File: config.mk
export PLATFORM = sky130hd
export DESIGN_NAME = arith_flag_word
export DESIGN_NICKNAME = d
export VERILOG_FILES = /design/src/rtl/flag_word_pkg.sv /design/src/rtl/flag_control.sv /design/src/rtl/flag_datapath.sv /design/src/rtl/arith_flag_word.sv
export SDC_FILE = /design/constraint.sdc
export NUM_CORES = 1
export LEC_CHECK = 0
export ABC_CLOCK_PERIOD_IN_PS = 1000
export CORE_MARGIN = 5
export CORE_UTILIZATION = 30
export CTS_BUF_LIST = sky130_fd_sc_hd__clkbuf_16
export CTS_CLUSTER_SIZE = 12
export DETAILED_ROUTE_END_ITERATION = 6
export PLACE_DENSITY = 0.85
export RECOVER_POWER = 100
export SLEW_MARGIN = 15
export SYNTH_ARGS = -nofsm -noshare
export SYNTH_HDL_FRONTEND = slang
export SYNTH_HIERARCHICAL = 1
export SYNTH_SLANG_ARGS = --single-unit
File: constraint.sdc
create_clock -name clk -period 1 [get_ports clk]
set_clock_uncertainty 0.05 [all_clocks]
set_input_delay 0.3 -clock clk [delete_from_list [all_inputs] [get_ports clk]]
set_output_delay 0.3 -clock clk [all_outputs]
set_load 0.005 [all_outputs]
File: src/rtl/flag_word_pkg.sv
package flag_word_pkg;
  localparam int FLAG_W = 16;
  localparam int NIB_W  = 4;

  // Fixed positions in the flag word; consumers decode these directly.
  localparam int CF_POS = 0;
  localparam int PF_POS = 2;
  localparam int AF_POS = 4;
  localparam int ZF_POS = 6;
  localparam int SF_POS = 7;
  localparam int TF_POS = 8;
  localparam int IF_POS = 9;
  localparam int DF_POS = 10;
  localparam int OF_POS = 11;

  typedef struct packed {
    logic loadArith;
    logic wordMode;
    logic subMode;
    logic logicMode;
    logic loadDir;
    logic dirVal;
    logic loadInt;
    logic intVal;
    logic loadTrap;
    logic trapVal;
  } flag_strobe_t;
endpackage

File: src/rtl/flag_control.sv
module flag_control
  import flag_word_pkg::*;
(
  input  logic         updateEn,
  input  logic         wordOp,
  input  logic         subOp,
  input  logic         logicOp,
  input  logic         dirWrEn,
  input  logic         dirVal,
  input  logic         intWrEn,
  input  logic         intVal,
  input  logic         trapWrEn,
  input  logic         trapVal,
  output flag_strobe_t strobe
);
  always_comb begin
    strobe           = '0;
    strobe.loadArith = updateEn;
    strobe.wordMode  = wordOp;
    // A logic operation takes precedence over the subtract select.
    strobe.logicMode = logicOp;
    strobe.subMode   = subOp & ~logicOp;
    strobe.loadDir   = dirWrEn;
    strobe.dirVal    = dirVal;
    strobe.loadInt   = intWrEn;
    strobe.intVal    = intVal;
    strobe.loadTrap  = trapWrEn;
    strobe.trapVal   = trapVal;
  end
endmodule

File: src/rtl/flag_datapath.sv
module flag_datapath
  import flag_word_pkg::*;
#(
  parameter int DATA_W = 16,
  parameter int BYTE_W = 8
) (
  input  logic              clk,
  input  logic              rstN,
  input  flag_strobe_t      strobe,
  input  logic [DATA_W-1:0] opA,
  input  logic [DATA_W-1:0] opB,
  input  logic [DATA_W-1:0] result,
  input  logic              carryOut,
  output logic [FLAG_W-1:0] flagWord
);
  localparam int IDX_W = $clog2(DATA_W);

  logic [DATA_W-1:0] carryVec;
  logic [IDX_W-1:0]  msbIdx;
  logic              carryIntoMsb;
  logic              borrowOrCarry;
  logic              zeroNow;
  logic              cfNext, pfNext, afNext, zfNext, sfNext, ofNext;
  logic              cfQ, pfQ, afQ, zfQ, sfQ, ofQ;
  logic              tfQ, ifQ, dfQ;

  // a ^ b ^ r recovers the carry (add) or borrow (subtract) into each bit.
  always_comb begin
    carryVec      = opA ^ opB ^ result;
    msbIdx        = strobe.wordMode ? IDX_W'(DATA_W - 1) : IDX_W'(BYTE_W - 1);
    carryIntoMsb  = carryVec[msbIdx];
    borrowOrCarry = strobe.subMode ? ~carryOut : carryOut;
    zeroNow       = strobe.wordMode ? (result == '0) : (result[BYTE_W-1:0] == '0);

    cfNext = strobe.logicMode ? 1'b0 : borrowOrCarry;
    afNext = strobe.logicMode ? 1'b0 : carryVec[NIB_W];
    ofNext = strobe.logicMode ? 1'b0 : (carryIntoMsb ^ borrowOrCarry);
    zfNext = zeroNow;
    sfNext = result[msbIdx];
    pfNext = ~(^result[BYTE_W-1:0]);
  end

  always_ff @(posedge clk or negedge rstN) begin
    if (!rstN) begin
      cfQ <= 1'b0; pfQ <= 1'b0; afQ <= 1'b0;
      zfQ <= 1'b0; sfQ <= 1'b0; ofQ <= 1'b0;
    end else if (strobe.loadArith) begin
      cfQ <= cfNext; pfQ <= pfNext; afQ <= afNext;
      zfQ <= zfNext; sfQ <= sfNext; ofQ <= ofNext;
    end
  end

  always_ff @(posedge clk or negedge rstN) begin
    if (!rstN) begin
      tfQ <= 1'b0; ifQ <= 1'b0; dfQ <= 1'b0;
    end else begin
      if (strobe.loadTrap) tfQ <= strobe.trapVal;
      if (strobe.loadInt)  ifQ <= strobe.intVal;
      if (strobe.loadDir)  dfQ <= strobe.dirVal;
    end
  end

  always_comb begin
    flagWord         = '0;
    flagWord[CF_POS] = cfQ;
    flagWord[PF_POS] = pfQ;
    flagWord[AF_POS] = afQ;
    flagWord[ZF_POS] = zfQ;
    flagWord[SF_POS] = sfQ;
    flagWord[TF_POS] = tfQ;
    flagWord[IF_POS] = ifQ;
    flagWord[DF_POS] = dfQ;
    flagWord[OF_POS] = ofQ;
  end
endmodule

File: src/rtl/arith_flag_word.sv
module arith_flag_word
  import flag_word_pkg::*;
#(
  parameter int DATA_W = 16,
  parameter int BYTE_W = 8
) (
  input  logic              clk,
  input  logic              rstN,
  input  logic [DATA_W-1:0] opA,
  input  logic [DATA_W-1:0] opB,
  input  logic [DATA_W-1:0] result,
  input  logic              carryOut,
  input  logic              wordOp,
  input  logic              subOp,
  input  logic              logicOp,
  input  logic              updateEn,
  input  logic              dirWrEn,
  input  logic              dirVal,
  input  logic              intWrEn,
  input  logic              intVal,
  input  logic              trapWrEn,
  input  logic              trapVal,
  output logic [FLAG_W-1:0] flagWord
);
  flag_strobe_t strobe;

  flag_control u_ctrl (
    .updateEn (updateEn),
    .wordOp   (wordOp),
    .subOp    (subOp),
    .logicOp  (logicOp),
    .dirWrEn  (dirWrEn),
    .dirVal   (dirVal),
    .intWrEn  (intWrEn),
    .intVal   (intVal),
    .trapWrEn (trapWrEn),
    .trapVal  (trapVal),
    .strobe   (strobe)
  );

  flag_datapath #(.DATA_W(DATA_W), .BYTE_W(BYTE_W)) u_dp (
    .clk      (clk),
    .rstN     (rstN),
    .strobe   (strobe),
    .opA      (opA),
    .opB      (opB),
    .result   (result),
    .carryOut (carryOut),
    .flagWord (flagWord)
  );
endmodule

==> reports/qor.yml, run 1 <==
status: "finished, violations left"
failed_checks: "negative setup slack"
num-nets-final: 186
drtIter0Drc: 6
clk-insertion-delay-late_ns: 0.23
placement_rows: 18
reg2reg_slack_ns: 0.07
fp.dieArea_um2: 3798
setup_viol: 13
routabilityCongestion: 0.7095
maxCapViolCount: 0
viasPerCell: 4.127
initial_core_util_pct: 31.70
synthCells: 80
htreeDepth: 1
hpwl_um: 1619
netlist_area_um2: 799.5
antenna_found_initial: 0
clock-sinks: 9
p_total_mw: 1.685
yosysSeqAreaShare_pct: 28.17
layout_common_cells: "buf_2, dlygate4sd2_1, dfrtp_1, buf_4, conb_1"
grt_pass1_vias: 728
powerDensity_nw_per_um2: 1260
yosys_warnings: 6
grt-ovfl-total: 0
yosysTopAreaCellShare_pct: 28.17
first_pass_iters: 2
fmax_mhz: 862.3
leakage_nw: 0.6738
numCtsBuffers: 3
multi_input_area_um2: 495.5
ir_worst_vdd_mv: 0.7261
clk_path_buf_depth: 2
post-route-period-util_pct: 116.0
die_h_um: 61.63
slew_violations: 0
ant_nets: 0
worstPathArrival_ns: 1.22
yosysTopAreaCell: "dfrtp_1"
end_kind: "flop"
ys_seq_elements: 9
start_kind: "input pin"
required_ns: 1.06
nFillCells: 237
detail_route.wl_per_cell_um: 12.45
crit_path_max_fanout: 1
pre_cts_ws_ns: -0.8341
grt_max_degree: 10
clk_pin_slew_ns: 0.04
setup_slack_ns: -0.1597
cts-root-buf: "clkbuf_16"
critPathKind: "in -> reg"
drc: 0
period_needed_ns: 1.160
grt_pass1_wl_um: 3022
wl_um: 1867
track_usage_pct: 11.19
holdBufCountCts: 0
synth_cell_types: 23
cts_tree: "yes"
area_delta_synth_final_pct: 67.29
fin_util_pct: 53.03
layout-drive-gt1-share_pct: 55.00
diodes: 0
ff_latch_area_um2: 225.2
io_pins: 77
synth_area_leaders: "dfrtp_1, buf_4, ha_1"
syn_area_per_cell_um2: 9.994
hold_viol_final: 0
io_buffer_count: 43
hp-class: "in -> reg"
die_w_um: 61.63
coreArea_um2: 2522
mostFrequentLayoutCell: "buf_2"
grt_setup_unrepaired: "yes"
vias: 619
[kinds of logic (layout without fill, tap and decap cells)]
family	after synthesis	after routing	share of synthesized area [%]
AND/OR/NAND/NOR	8	8	6.571
AO/OA/AOI/OAI	5	5	4.225
buffers and inverters	37	71	29.11
multiplexers	7	7	9.546
flip-flops	9	9	28.17
adder cells (fa/ha/maj)	4	4	6.260
XOR/XNOR	9	9	15.65
other	1	7	0.4690
[layer usage]
metal	part of all wire (%)	track usage [%]	vias to the layer above
met5	0	0	-
met4	0	1.818	0
met3	9.2	4.193	0
met2	57	22.72	30
met1	34	10.55	288
li1	-	-	301
[flip-flops by register name, summed over array words and instances (netlist names)]
name,count
u_dp/ifQ,1
u_dp/ofQ,1
u_dp/tfQ,1
u_dp/pfQ,1
u_dp/zfQ,1
u_dp/cfQ,1
u_dp/afQ,1
u_dp/dfQ,1
u_dp/sfQ,1
[cells in the mapped netlist]
library cell / number
mux2_2: 2
o22ai_1: 1
o22ai_2: 1
nor2b_4: 1
mux2_1: 3
o21ai_1: 1
mux2i_1: 2
buf_4: 25
a21oi_1: 2
nand2_1: 1
xnor3_1: 2
conb_1: 1
dfrtp_1: 9
nand4_1: 1
inv_1: 11
nor2_1: 1
nand2b_1: 2
ha_1: 4
xor2_4: 1
xor2_1: 1
xnor2_1: 5
nor4_1: 2
clkbuf_1: 1
[repair_timing]
item | 4_1_cts | 5_1_grt
resized for setup | 120 | 15
hold endpoints to repair | 0 | 0
setup endpoints to repair | 18 | 13
setup buffers | 3 | 4
pin swaps | 17 | 11
[worst max-delay path, stage by stage]
cell     delay [ns]
buf_6          0.06
xnor3_1        0.38
mux2i_2        0.25
xnor2_2        0.16
o22ai_2        0.07
[where the power goes]
| part | internal [mW] | switching (mW) |
|---|---|---|
| registers | 0.417 | 0.0260 |
| clock network | 0.522 | 0.167 |
| logic | 0.356 | 0.199 |
[path summary, 6_finish.rpt]
| kind | from | to | cells past startpoint |
|---|---|---|---|
| worst max-delay path | opB[15] | u_dp/ofQ$_DFFE_PN0P_ | 5 |
| worst min-delay path | result[7] | u_dp/sfQ$_DFFE_PN0P_ | 3 |
| worst max register to register | u_dp/zfQ$_DFFE_PN0P_ | u_dp/zfQ$_DFFE_PN0P_ | 2 |
| worst min register to register | u_dp/dfQ$_DFFE_PN0P_ | u_dp/dfQ$_DFFE_PN0P_ | 1 |
| max in group asynchronous | rstN | u_dp/zfQ$_DFFE_PN0P_ | 2 |
| min in group asynchronous | rstN | u_dp/dfQ$_DFFE_PN0P_ | 2 |
[cell type report]
class,count,share of cell area (%)
multi-input cells,40,37.04
repair buffers,56,33.40
flip-flops and latches,9,16.84
clock buffers,3,5.613
inverters,11,4.022
well taps,30,2.806
clock inverters,1,0.2806
[stage by stage]
stage	setup TNS, ns	instances	instance area (um2)	hold WS, ns
finish	-1.020	150	1338	0.3502
global route	-1.368	150	1338	0.3543
CTS	-1.135	146	1287	0.3372
detailed placement	-6.108	139	1237	0.4314
global placement	-5.820	139	1237	0.4177
floorplan	-0.4682	86	904.6	-0.04559
No activity file was read; power rests on OpenSTA's default activity.
==> run 2, diff against run 1 <==
--- a/config.mk
+++ b/config.mk
@@ -7,7 +7,7 @@
 export LEC_CHECK = 0
 export ABC_CLOCK_PERIOD_IN_PS = 1000
 export CORE_MARGIN = 5
-export CORE_UTILIZATION = 30
+export CORE_UTILIZATION = 28
 export CTS_BUF_LIST = sky130_fd_sc_hd__clkbuf_16
 export CTS_CLUSTER_SIZE = 12
 export DETAILED_ROUTE_END_ITERATION = 6
@@ -16,5 +16,4 @@
 export SLEW_MARGIN = 15
 export SYNTH_ARGS = -nofsm -noshare
 export SYNTH_HDL_FRONTEND = slang
-export SYNTH_HIERARCHICAL = 1
 export SYNTH_SLANG_ARGS = --single-unit
==> run 2 against run 1 <==
  * The flow still finishes with violations (negative setup slack)
  * Combinational power fell by 7.2%
  * Via count fell by 1.1%
  * Synthesized cell count fell by 13%
  * Non-clock buffer count fell by 1
  * Sequential share of layout area rose by 1.3 points
  * Worst hold slack improved by 0.033 ns
  * Routed wire length fell by 5.6%
  * Core utilization fell by 2.3 points
  * Flip-flop and latch count did not move
  * Cell count fell by 1.3%
  * Critical path type unchanged
  * Largest power group unchanged
==> reports/qor.yml, run 2 <==
clock-sinks: 9
end_kind: "flop"
ff_latch_area_um2: 225.2
place_inst: 140
holdBufCountCts: 0
synth_compound_area_share_pct: 4.787
pwr-share-seq_pct: 26.8
switching_share_pct: 22.97
fp.dieArea_um2: 3624
failed_checks: "negative setup slack"
synthAdderAreaFrac_pct: 7.092
slew_violations: 0
synth_area_leaders: "dfrtp_1, buf_4, mux2_2"
clk_pin_slew_ns: 0.04
grt_max_degree: 10
track_usage_pct: 11.02
antenna_found_initial: 0
die_w_um: 60.20
hp-class: "in -> reg"
num-nets-final: 184
synthCells: 70
wl_um: 1763
yosys.area_share.xor_xnor_pct: 15.07
drc: 0
cts_tree: "yes"
routabilityCongestion: 0.6607
powerDensity_nw_per_um2: 1318
initial_core_util_pct: 28.75
grt_pass1_wl_um: 2870
io_buffer_count: 43
pwr-share-comb_pct: 31.3
synth_cell_types: 20
hold_viol_final: 0
drtIter0Drc: 2
first_pass_iters: 2
htreeDepth: 1
multi_input_area_um2: 439.2
ir_worst_vdd_mv: 1.263
maxCapViolCount: 0
netlist_area_um2: 705.7
synth_top_family_by_area: "buffers and inverters"
layout_common_cells: "buf_2, dlygate4sd2_1, dfrtp_1, buf_4, conb_1"
final_cell_area_um2: 1245
pre_cts_ws_ns: -0.8900
ys_seq_elements: 9
worstPathArrival_ns: 1.24
layout-drive-gt1-share_pct: 54.24
detail_route.wl_per_cell_um: 11.91
critPathKind: "in -> reg"
yosysSeqAreaShare_pct: 31.91
status: "finished, violations left"
die_h_um: 60.20
tns_ns: -0.9675
grt-ovfl-total: 0
power_frac_clock_pct: 41.9
ant_nets: 0
power_switching_mw: 0.3770
viasPerCell: 4.135
syn_area_per_cell_um2: 10.08
synth-edff-count: 0
crit_path_max_fanout: 2
vias: 612
synth.most_common_cell: "buf_4"
final_cells: 148
setup_viol: 11
synth_flop_cell: "dfrtp_1"
mostFrequentLayoutCell: "buf_2"
cts-root-buf: "clkbuf_16"
yosysTopAreaCellShare_pct: 31.91
intPower_mw: 1.264
synth_mux_area_share_pct: 10.82
setup_slack_ns: -0.1710
synth-async-reset-ratio_pct: 100.0
io_pins: 77
period_needed_ns: 1.171
nFillCells: 254
area_delta_synth_final_pct: 76.42
p_total_mw: 1.641
synth-simple-area-share_pct: 5.851
grt_setup_unrepaired: "yes"
numCtsBuffers: 3
clk-insertion-delay-late_ns: 0.23
yosysTopAreaCell: "dfrtp_1"
yosys_warnings: 0
leakage_nw: 0.6313
clk_path_buf_depth: 2
post-route-period-util_pct: 117.1
synth_commonest_cells: "buf_4, inv_1, dfrtp_1, mux2_2, xnor2_1"
hpwl_um: 1533
placement_rows: 18
place_area_um2: 1225
grt_pass1_vias: 689
coreArea_um2: 2455
start_kind: "input pin"
diodes: 0
required_ns: 1.07
fmax_mhz: 853.9
==> run 2: layer usage <==
metal  track usage (%)  up-vias  wire [um]
li1                  -      297          -
met1             11.31      266        657
met2             18.83       45        830
met3             5.400        4        238
met4             4.747        0         36
met5                 0        -          0
==> run 2: area by class of cell <==
cell class                      instances  share of cell area (%)
Multi-Input combinational cell         39                   35.28
Timing Repair Buffer                   55                   31.76
Sequential cell                         9                   18.09
Clock buffer                            3                   6.030
Inverter                               11                   5.528
Tap cell                               30                   3.015
Clock inverter                          1                  0.3015
==> run 2: cells by family (layout without fill, tap and decap cells) <==
logic type                 after synthesis  count (layout)
adders and majority gates                4               4
buffers and inverters                   28              70
and+or+nand+nor                          7               7
AOI/OAI and AO/OA                        5               5
other                                    1               7
muxes                                    7               7
xor gates and xnor gates                 9               9
DFF                                      9               9
==> run 2: critical path, stage by stage <==
cell and delay [ns]:
buf_6 0.09, buf_6 0.12, inv_8 0.04, ha_4 0.18, xnor2_2 0.13, xnor2_1 0.12
mux2_4 0.25
==> run 2: timing repair <==
item,4_1_cts,5_1_grt
endpoints found under the setup margin,18,13
pin swaps,18,8
hold endpoints to repair,0,0
buffers inserted,2,2
gates resized for setup,112,10
==> run 2: through the flow <==
stage | utilization (%) | hold WS (ns)
after floorplan | - | -0.04559
after global placement | 49.90 | 0.4365
after detailed placement | 49.90 | 0.4449
after CTS | 51.17 | 0.3121
after global routing | 50.71 | 0.4054
final | 50.71 | 0.3832
==> run 2: power by group through the flow <==
| stage | sequential (mW) | clock (mW) | combinational, mW |
|---|---|---|---|
| after floorplan | 0.440 | 0 | 0.326 |
| after CTS | 0.440 | 0.705 | 0.517 |
| after global routing | 0.444 | 0.721 | 0.568 |
| after detailed placement | 0.448 | 0 | 0.572 |
| final | 0.440 | 0.688 | 0.514 |
| after global placement | 0.445 | 0 | 0.558 |
==> run 2: worst paths after layout <==
path	from	to	slack (ns)	cells after the start
max in group asynchronous	rstN	u_dp.zfQ$_DFFE_PN0P_	0.16	2
worst max-delay path	result[7]	u_dp.pfQ$_DFFE_PN0P_	-0.17	7
worst max register to register	u_dp.ifQ$_DFFE_PN0P_	u_dp.ifQ$_DFFE_PN0P_	0.07	2
min in group asynchronous	rstN	u_dp.afQ$_DFFE_PN0P_	0.41	2
worst min-delay path	dirWrEn	u_dp.dfQ$_DFFE_PN0P_	0.38	2
worst min register to register	u_dp.dfQ$_DFFE_PN0P_	u_dp.dfQ$_DFFE_PN0P_	0.43	1
